$ cat src/rtl/pic_pkg.sv
package pic_pkg;
    localparam int PRIO_W  = 3;
    localparam int NUM_LVL = 1 << PRIO_W;
    localparam int VEC_W   = 8;

    typedef enum logic [1:0] {
        TRIG_HIGH = 2'd0,
        TRIG_LOW  = 2'd1,
        TRIG_RISE = 2'd2,
        TRIG_FALL = 2'd3
    } trig_e;

    typedef struct packed {
        logic [VEC_W-1:0]  vector;
        logic [2:0]        spare;
        trig_e             trig;
        logic [PRIO_W-1:0] prio;
    } src_cfg_t;

    localparam int CFG_W = $bits(src_cfg_t);
endpackage

$ cat src/rtl/pic_source.sv
module pic_source
    import pic_pkg::*;
(
    input  logic  clk,
    input  logic  rst_n,
    input  logic  src_i,
    input  trig_e mode_i,
    input  logic  ack_i,
    output logic  pend_o
);
    typedef struct packed {
        logic prev;
        logic latch;
    } cond_t;

    cond_t q, d;
    logic  is_edge, edge_hit;

    always_comb begin
        d        = q;
        is_edge  = (mode_i == TRIG_RISE) || (mode_i == TRIG_FALL);
        edge_hit = ((mode_i == TRIG_RISE) && src_i && !q.prev) ||
                   ((mode_i == TRIG_FALL) && !src_i && q.prev);
        d.prev   = src_i;
        if (!is_edge)      d.latch = 1'b0;
        else if (edge_hit) d.latch = 1'b1;
        else if (ack_i)    d.latch = 1'b0;
        if (is_edge)                  pend_o = q.latch;
        else if (mode_i == TRIG_LOW)  pend_o = !src_i;
        else                          pend_o = src_i;
    end

    always_ff @(posedge clk or negedge rst_n) begin
        if (!rst_n) q <= '0;
        else        q <= d;
    end

    // an acknowledge without a fresh edge leaves the latch empty
    assert_ack_clears_R8: assert property (@(posedge clk) disable iff (!rst_n)
        (ack_i && !edge_hit) |=> !q.latch);
endmodule

$ cat src/rtl/pic_arbiter.sv
module pic_arbiter
    import pic_pkg::*;
#(
    parameter int N_SRC = 7,
    localparam int IDX_W = (N_SRC > 1) ? $clog2(N_SRC) : 1
) (
    input  logic [N_SRC-1:0]             req_i,
    input  logic [N_SRC-1:0][PRIO_W-1:0] prio_i,
    input  logic                         busy_i,
    input  logic [PRIO_W-1:0]            level_i,
    output logic                         win_valid_o,
    output logic [IDX_W-1:0]             win_idx_o,
    output logic [PRIO_W-1:0]            win_prio_o
);
    always_comb begin
        win_valid_o = 1'b0;
        win_idx_o   = '0;
        win_prio_o  = '0;
        for (int i = 0; i < N_SRC; i++) begin
            if (req_i[i] && (!busy_i || prio_i[i] > level_i) &&
                (!win_valid_o || prio_i[i] > win_prio_o)) begin
                win_valid_o = 1'b1;
                win_idx_o   = IDX_W'(i);
                win_prio_o  = prio_i[i];
            end
        end
    end
endmodule

$ cat src/rtl/pic_nest.sv
module pic_nest
    import pic_pkg::*;
(
    input  logic              clk,
    input  logic              rst_n,
    input  logic              push_i,
    input  logic [PRIO_W-1:0] push_lvl_i,
    input  logic              pop_i,
    output logic              busy_o,
    output logic [PRIO_W-1:0] level_o
);
    typedef struct packed {
        logic [NUM_LVL-1:0] isr;
    } nest_t;

    nest_t q, d;

    always_comb begin
        d       = q;
        busy_o  = |q.isr;
        level_o = '0;
        for (int l = 0; l < NUM_LVL; l++)
            if (q.isr[l]) level_o = PRIO_W'(l);
        if (push_i)
            d.isr[push_lvl_i] = 1'b1;
        else if (pop_i && busy_o)
            d.isr[level_o] = 1'b0;
    end

    always_ff @(posedge clk or negedge rst_n) begin
        if (!rst_n) q <= '0;
        else        q <= d;
    end

    // a new level only ever enters above the current one
    assert_push_above_R8: assert property (@(posedge clk) disable iff (!rst_n)
        (push_i && busy_o) |-> (push_lvl_i > level_o));

    // a release removes exactly one level
    assert_pop_one_R9: assert property (@(posedge clk) disable iff (!rst_n)
        (pop_i && !push_i && busy_o) |=> ($countones(q.isr) + 1 == $past($countones(q.isr))));
endmodule

$ cat src/rtl/prio_irq_ctrl.sv
module prio_irq_ctrl
    import pic_pkg::*;
#(
    parameter int N_INT  = 4,
    parameter int N_EXT  = 3,
    parameter int ADDR_W = 4
) (
    input  logic              clk,
    input  logic              rst_n,
    input  logic [N_INT-1:0]  int_src_i,
    input  logic [N_EXT-1:0]  ext_src_i,
    input  logic              fast_irq_i,
    input  logic              wr_en_i,
    input  logic              rd_en_i,
    input  logic [ADDR_W-1:0] addr_i,
    input  logic [CFG_W-1:0]  wdata_i,
    output logic [31:0]       rdata_o,
    output logic              nirq_o,
    output logic              fiq_o
);
    localparam int N_SRC    = N_INT + N_EXT;
    localparam int IDX_W    = (N_SRC > 1) ? $clog2(N_SRC) : 1;
    localparam int REG_ENA  = N_SRC;
    localparam int REG_VEC  = N_SRC + 1;
    localparam int REG_EOI  = N_SRC + 2;
    localparam int REG_PEND = N_SRC + 3;

    typedef struct packed {
        src_cfg_t [N_SRC-1:0] cfg;
        logic [N_SRC:0]       ena;
        logic                 fast;
        logic                 irq;
    } ctrl_t;

    ctrl_t q, d;

    logic [N_SRC-1:0]             raw_src, pend, ack_vec;
    logic [N_SRC-1:0][PRIO_W-1:0] prio_vec;
    trig_e                        mode_vec [N_SRC];
    logic                         win_valid, busy, ack, pop;
    logic [IDX_W-1:0]             win_idx;
    logic [PRIO_W-1:0]            win_prio, level;
    logic [VEC_W-1:0]             win_vec;

    assign raw_src = {ext_src_i, int_src_i};

    for (genvar g = 0; g < N_SRC; g++) begin : g_src
        if (g < N_INT) begin : g_int
            assign mode_vec[g] = q.cfg[g].trig[0] ? TRIG_RISE : TRIG_HIGH;
        end else begin : g_ext
            assign mode_vec[g] = q.cfg[g].trig;
        end
        assign prio_vec[g] = q.cfg[g].prio;
        assign ack_vec[g]  = ack && (win_idx == IDX_W'(g));

        pic_source u_src (
            .clk    (clk),
            .rst_n  (rst_n),
            .src_i  (raw_src[g]),
            .mode_i (mode_vec[g]),
            .ack_i  (ack_vec[g]),
            .pend_o (pend[g])
        );
    end

    pic_arbiter #(.N_SRC(N_SRC)) u_arb (
        .req_i       (pend & q.ena[N_SRC-1:0]),
        .prio_i      (prio_vec),
        .busy_i      (busy),
        .level_i     (level),
        .win_valid_o (win_valid),
        .win_idx_o   (win_idx),
        .win_prio_o  (win_prio)
    );

    pic_nest u_nest (
        .clk        (clk),
        .rst_n      (rst_n),
        .push_i     (ack),
        .push_lvl_i (win_prio),
        .pop_i      (pop),
        .busy_o     (busy),
        .level_o    (level)
    );

    always_comb begin
        d      = q;
        d.fast = fast_irq_i & q.ena[N_SRC];
        d.irq  = win_valid;
        pop    = 1'b0;
        ack    = rd_en_i && (addr_i == ADDR_W'(REG_VEC)) && win_valid;
        if (wr_en_i) begin
            for (int i = 0; i < N_SRC; i++)
                if (addr_i == ADDR_W'(i)) d.cfg[i] = src_cfg_t'(wdata_i);
            if (addr_i == ADDR_W'(REG_ENA)) d.ena = wdata_i[N_SRC:0];
            if (addr_i == ADDR_W'(REG_EOI)) pop = 1'b1;
        end
    end

    always_comb begin
        win_vec = '0;
        for (int i = 0; i < N_SRC; i++)
            if (win_idx == IDX_W'(i)) win_vec = q.cfg[i].vector;
        rdata_o = '0;
        for (int i = 0; i < N_SRC; i++)
            if (addr_i == ADDR_W'(i)) rdata_o[CFG_W-1:0] = q.cfg[i];
        if (addr_i == ADDR_W'(REG_ENA)) rdata_o[N_SRC:0] = q.ena;
        if (addr_i == ADDR_W'(REG_PEND)) rdata_o[N_SRC-1:0] = pend;
        if (addr_i == ADDR_W'(REG_VEC) && win_valid) begin
            rdata_o[31]            = 1'b1;
            rdata_o[16 +: IDX_W]   = win_idx;
            rdata_o[VEC_W-1:0]     = win_vec;
        end
    end

    always_ff @(posedge clk or negedge rst_n) begin
        if (!rst_n) q <= '0;
        else        q <= d;
    end

    assign nirq_o = q.irq;
    assign fiq_o  = q.fast;

    // the arbiter only ever selects an enabled source
    assert_win_enabled_R2: assert property (@(posedge clk) disable iff (!rst_n)
        win_valid |-> q.ena[win_idx]);

    // the fast line needs the fast input one cycle earlier
    assert_fiq_source_R4: assert property (@(posedge clk) disable iff (!rst_n)
        fiq_o |-> $past(fast_irq_i));
endmodule

$ cat config.mk
export PLATFORM = sky130hd
export DESIGN_NAME = prio_irq_ctrl
export DESIGN_NICKNAME = d
export VERILOG_FILES = /design/src/rtl/pic_pkg.sv /design/src/rtl/pic_source.sv /design/src/rtl/pic_arbiter.sv /design/src/rtl/pic_nest.sv /design/src/rtl/prio_irq_ctrl.sv
export SDC_FILE = /design/constraint.sdc
export NUM_CORES = 1
export LEC_CHECK = 0
export BUFFER_PORTS_ARGS = -buffer_cell sky130_fd_sc_hd__buf_2
export CAP_MARGIN = 5
export CORE_MARGIN = 3
export CORE_UTILIZATION = 44
export CTS_CLUSTER_DIAMETER = 40
export DETAILED_ROUTE_END_ITERATION = 8
export PLACE_DENSITY = 0.61
export SLEW_MARGIN = 5
export SYNTH_ARGS = -nofsm -noshare
export SYNTH_HDL_FRONTEND = slang
export SYNTH_SLANG_ARGS = --single-unit
export TNS_END_PERCENT = 30
$ cat constraint.sdc
create_clock -name clk -period 17.7 [get_ports clk]
set_input_delay 0.885 -clock clk [delete_from_list [all_inputs] [get_ports clk]]
set_output_delay 0.885 -clock clk [all_outputs]
set_load 0.05 [all_outputs]
==> run metrics, run 1 <==
number of library cell types mapped by synthesis=58; vias in the first global route=7010; critical path's top delay family=compound AO/OA/AOI/OAI gates; footprint of the multi-input gates=0.00460 mm²; # port buffers=53; post-synthesis area per instance=10.6 µm²; final hold vios=0; Sink Count=144; PD cells=177 mW/mm²; H-tree Lvls=4; crit path from=u_nest.q[5]; post-synth top area cell=dfrtp_1; Overall Global Routing Usage=0.275; CP max stage cell=nor3_1; synthesized cell area=0.00843 mm²; Post-CTS Repair Setup Buffers=0; final WL=28200 µm; initial DRC count=700; critical path launch point type=register; Worst Tran Pin Value=1.27 ns; top-level port count=66; Critical Setup Path Class=register to output port; status=completed; clk buf depth=2; clk root buf=clkbuf_16; GP Congestion=0.969; placed insts=1058; CP max stage delay=1.06 ns; worst path bufs/invs=2; n_diodes=0; DR vias/cell=6.53; Post-DRT Antenna Nets=0; clock-pin slew on the worst setup and hold paths=0.07 ns; cell area after layout=0.00952 mm²; Max Freq=0.0685 GHz; setup_tns=0 ns; Fillers=1711; largest net degree at the start of global routing=82; endpoint class of the critical path=output port; Synth top area share=0.428; detailed-route wire length per cell=25.8 µm; first-pass GRT wire length=42600 µm; relative slew slack=0.147; Worst VDD drop=0.0840 mV; Slew Viols, Final=0; Die Span Y=144 µm; layout cells sized above 1=0.286; Leakage Power=4.17 nW; post-route minimum period=14.60 ns; number of hold buffers added after cts=0; flops & latches, synth=144; Layout area overhead=13.0%; fin cells=1090; max-cap viol count=0; Nets=919; TritonCTS buffer count=17; Placed Area=0.00892 mm²; ys async rst share=1.00; sequential area share after synthesis=0.428; Final setup viols=0; Setup Skew=0.00822 ns; worst hold path class=input pin to async pin; Crit path top cell by count=o21ai_0; die width=144 µm; dpl hpwl=19700 µm; Worst path depth=54; register area=0.00360 mm²; synth top area cells=dfrtp_1 (43%), mux2_2 (16%), ha_1 (5.8%); Skew-Pair Late Insertion Delay=0.43 ns; count leader, synth=dfrtp_1; CTS resizes=0; unrepaired setup endpoints after global routing=false; initial cell density of the core=0.458; fin crit share=0.825; CTS tree=yes; Top FF cell, synth=dfrtp_1; CP Max Fanout=21; core outline area=0.0184 mm²; reg2reg path depth=53; dpl ws=3.70 ns; required time worst endpoint=16.82 ns; Gate Count Post-Synth=797; DRC violations left=0; Post-synth top cells=dfrtp_1 (144), mux2_2 (122), nand2_1 (64), o21ai_0 (48), nor2_1 (44); # rows=49; GRT overflow=0; Vias=7123; DR pass1 iterations=5; Synth Warn #=0; reg-to-reg startpoint=u_nest.q[5]; Final Worst Setup Slack=3.10 ns; Worst Path Arrival=13.72 ns; initial antenna violation count=0; Post-synth EDFFs=0; die footprint=0.0208 mm²
-- where the power goes --
part	switching, mW	internal (mW)
Combinational	0.507	0.320
Clock	0.156	0.219
Sequential	0.0779	0.404
-- cells in the final DEF, fill, tap and decap left out, types with 4 or more instances in the layout --
cell type,instances
nor2b_1,7
o41ai_1,5
nor2_1,44
a22oi_1,26
nand2_1,64
nor3_1,14
o21ai_0,48
o211ai_1,9
and2_1,5
mux2i_1,5
o31ai_1,11
clkbuf_16,17
a21o_1,6
a32oi_1,4
or2_2,4
buf_4,11
a22o_1,6
a221oi_1,13
or3_1,6
a21boi_0,8
a31oi_1,21
inv_1,19
a31o_2,10
a21oi_1,16
a211o_1,4
a222oi_1,12
mux2_2,122
dfrtp_1,144
nand3_1,22
conb_1,12
buf_2,52
o21a_1,9
nand2b_1,11
ha_1,39
a211oi_1,7
-- per-layer routing --
metal / vias to the layer above / part of all wire / track usage
met5: - / 0 / 0
met1: 3571 / 0.42 / 0.368
met3: 68 / 0.074 / 0.0562
met4: 0 / 0.030 / 0.0913
li1: 3127 / - / -
met2: 357 / 0.48 / 0.449
-- worst reg2reg max path, delay by kind of cell (launching register included) --
| family | cells | cell delay (ns) |
|---|---|---|
| compound gates | 30 | 6.36 |
| simple gates | 15 | 3.33 |
| fa+ha+maj | 7 | 2.09 |
| flops | 1 | 0.45 |
| buf+inv | 1 | 0.22 |
-- worst paths after layout --
path	end	slack, ns
setup reg to reg	g_src[0].u_src.q[0]	5.12
setup / recovery	rdata_o[6]	3.10
min in group clk	q[30]	0.51
max in group asynchronous	q[82]	15.85
hold reg to reg	q[30]	0.51
hold / removal	prio_vec[7]	0.51
-- state kept, by name (all words and copies together), names as in the netlist --
| signal | flops |
|---|---|
| fiq_o | 1 |
| q | 93 |
| prio_vec | 21 |
| u_nest.q | 8 |
| nirq_o | 1 |
| g_src.u_src.q | 14 |
| mode_vec | 6 |
-- through the flow --
step,power [mW],hold slack (ns),util
5_1_grt,1.79,0.520,0.518
3_5_place_dp,1.30,0.493,0.485
6_report,1.68,0.507,0.518
4_1_cts,1.68,0.508,0.518
2_1_floorplan,1.06,0.464,-
3_3_place_gp,1.29,0.488,0.485
-- cell families after synthesis --
logic type                 after synthesis  share of synthesized area
AOI/OAI and AO/OA                      228                      0.196
other                                    1                   0.000445
adders and majority gates               39                     0.0579
DFF                                    144                      0.428
buffers and inverters                   63                     0.0349
and+or+nand+nor                        190                      0.107
muxes                                  129                      0.173
xor gates and xnor gates                 3                    0.00312
-- layout make-up --
type	count	area share
clock inverters	12	0.0158
repair buffers	64	0.0372
well taps	229	0.0301
multi-input cells	601	0.483
flip-flops and latches	144	0.378
clock buffers	20	0.0480
inverters	20	0.00788
No activity file was read; power rests on OpenSTA's default activity.
==> inputs of run 2 (changes only) <==
==> constraint.sdc (replaced) <==
create_clock -name clk -period 13.7 [get_ports clk]
set_input_delay 0.685 -clock clk [delete_from_list [all_inputs] [get_ports clk]]
set_output_delay 0.685 -clock clk [all_outputs]
set_load 0.05 [all_outputs]
==> run metrics, run 2 (same netlist as run 1, synthesis figures left out) <==
status=completed; Skew-Pair Late Insertion Delay=0.43 ns; Fillers=1644; GP Congestion=0.967; clk buf depth=2; clk root buf=clkbuf_16; worst hold path class=input pin to async pin; Setup Skew=0.0110 ns; setup_tns=0 ns; reg2reg path depth=57; first-pass GRT wire length=42800 µm; Critical Setup Path Class=register to output port; Worst Path Arrival=12.24 ns; highest-count cells in the layout ignoring fill and taps=dfrtp_1 (144), mux2_2 (122), nand2_1 (63); Overall Power=2.21 mW; Vias=7217; DR vias/cell=6.59; reg-to-reg startpoint=u_nest.q[2]; endpoint class of the critical path=output port; # rows=49; Worst Tran Pin Value=1.19 ns; clock-pin slew on the worst setup and hold paths=0.06 ns; PD cells=230 mW/mm²; die footprint=0.0208 mm²; Slew Viols, Final=0; unrepaired setup endpoints after global routing=false; required time worst endpoint=13.02 ns; worst reg2reg endpoint=g_src[0].u_src.q[0]; fin crit share=0.943; TritonCTS buffer count=17; GRT overflow=0; H-tree Lvls=4; # port buffers=53; Die Span Y=144 µm; WHS=0.318 ns; n_diodes=0; vias in the first global route=7214; CP max stage cell=nor2_2; footprint of the multi-input gates=0.00468 mm²; post-route minimum period=12.92 ns; Leakage Power=4.19 nW; Placed Area=0.00893 mm²; Nets=924; Final Util=0.521; detailed-route wire length per cell=26.0 µm; register area=0.00360 mm²; initial cell density of the core=0.458; layout cells sized above 1=0.304; top-level port count=66; DRC violations left=0; number of hold buffers added after cts=0; most common cell after layout, fill and taps aside=dfrtp_1; number of flip-flops under the largest register name=93; die width=144 µm; initial DRC count=941; Max Freq=0.0774 GHz; critical path launch point type=register; core outline area=0.0184 mm²; largest net degree at the start of global routing=85; Final setup viols=0; Overall Global Routing Usage=0.276; CTS tree=yes; Sink Count=144; final WL=28500 µm; final hold vios=0; cell area after layout=0.00959 mm²; Reg with most FFs=q; dpl hpwl=19300 µm; DR pass1 iterations=6; CP Max Fanout=18; Layout area overhead=13.8%; max-cap viol count=0; Post-DRT Antenna Nets=0; Worst VDD drop=0.114 mV; relative slew slack=0.203; Register-to-Register Setup Slack=1.87 ns; initial antenna violation count=0; CP max stage delay=0.51 ns
-- run 2: how the worst max path moves through the flow --
stage | startpoint | endpoint | slack, ns | depth (start not counted)
final | u_nest.q[2] | rdata_o[6] | 0.78 | 58
after floorplan | u_nest.q[2] | rdata_o[1] | 1.23 | 57
after detailed placement | u_nest.q[2] | rdata_o[6] | 0.18 | 58
after global routing | u_nest.q[2] | rdata_o[6] | 0.05 | 58
after CTS | u_nest.q[2] | rdata_o[6] | 0.07 | 58
after global placement | u_nest.q[2] | rdata_o[6] | 0.74 | 58
-- run 2: report_power, final --
part           internal (mW)  switching [mW]  total [mW]  leakage, nW
clock                  0.243           0.204       0.447        0.276
combinational          0.441           0.695        1.14         2.13
sequential             0.522           0.102       0.624         1.78
total                   1.21            1.00        2.21         4.19
-- run 2: routing by layer --
layer | up-vias | track usage | routed length (µm)
met5 | - | 0 | 0
met4 | 0 | 0.104 | 1130
met3 | 74 | 0.0724 | 2500
met2 | 380 | 0.430 | 13000
met1 | 3633 | 0.372 | 11900
li1 | 3130 | - | -
-- run 2: what timing repair did --
item                                    in CTS  in global routing
pin swaps                                    0                  1
endpoints found under the hold margin        0                  0
buffers inserted                             0                  2
resized for setup                            2                 16
cloned                                       0                  1
endpoints found under the setup margin       7                 11
-- run 2: worst max-delay path, delay by kind of cell (launching register included) --
family	cells	cell delay, ns
AOI/OAI and AO/OA	30	5.46
and+or+nand+nor	18	3.17
adders and majority gates	7	2.09
buffers and inverters	3	0.66
DFF	1	0.43
-- run 2: cell type report --
type / instances / area share
Clock buffer: 19 / 0.0462
Clock inverter: 13 / 0.0123
Inverter: 20 / 0.00783
Multi-Input combinational cell: 602 / 0.488
Sequential cell: 144 / 0.376
Tap cell: 229 / 0.0299
Timing Repair Buffer: 68 / 0.0401
-- run 2: per-stage QoR --
stage                     worst slack (ns)  std cells
after floorplan                       1.23        808
after global placement               0.740       1060
after detailed placement             0.176       1060
after CTS                           0.0733       1092
after global routing                0.0507       1095
final                                0.777       1095
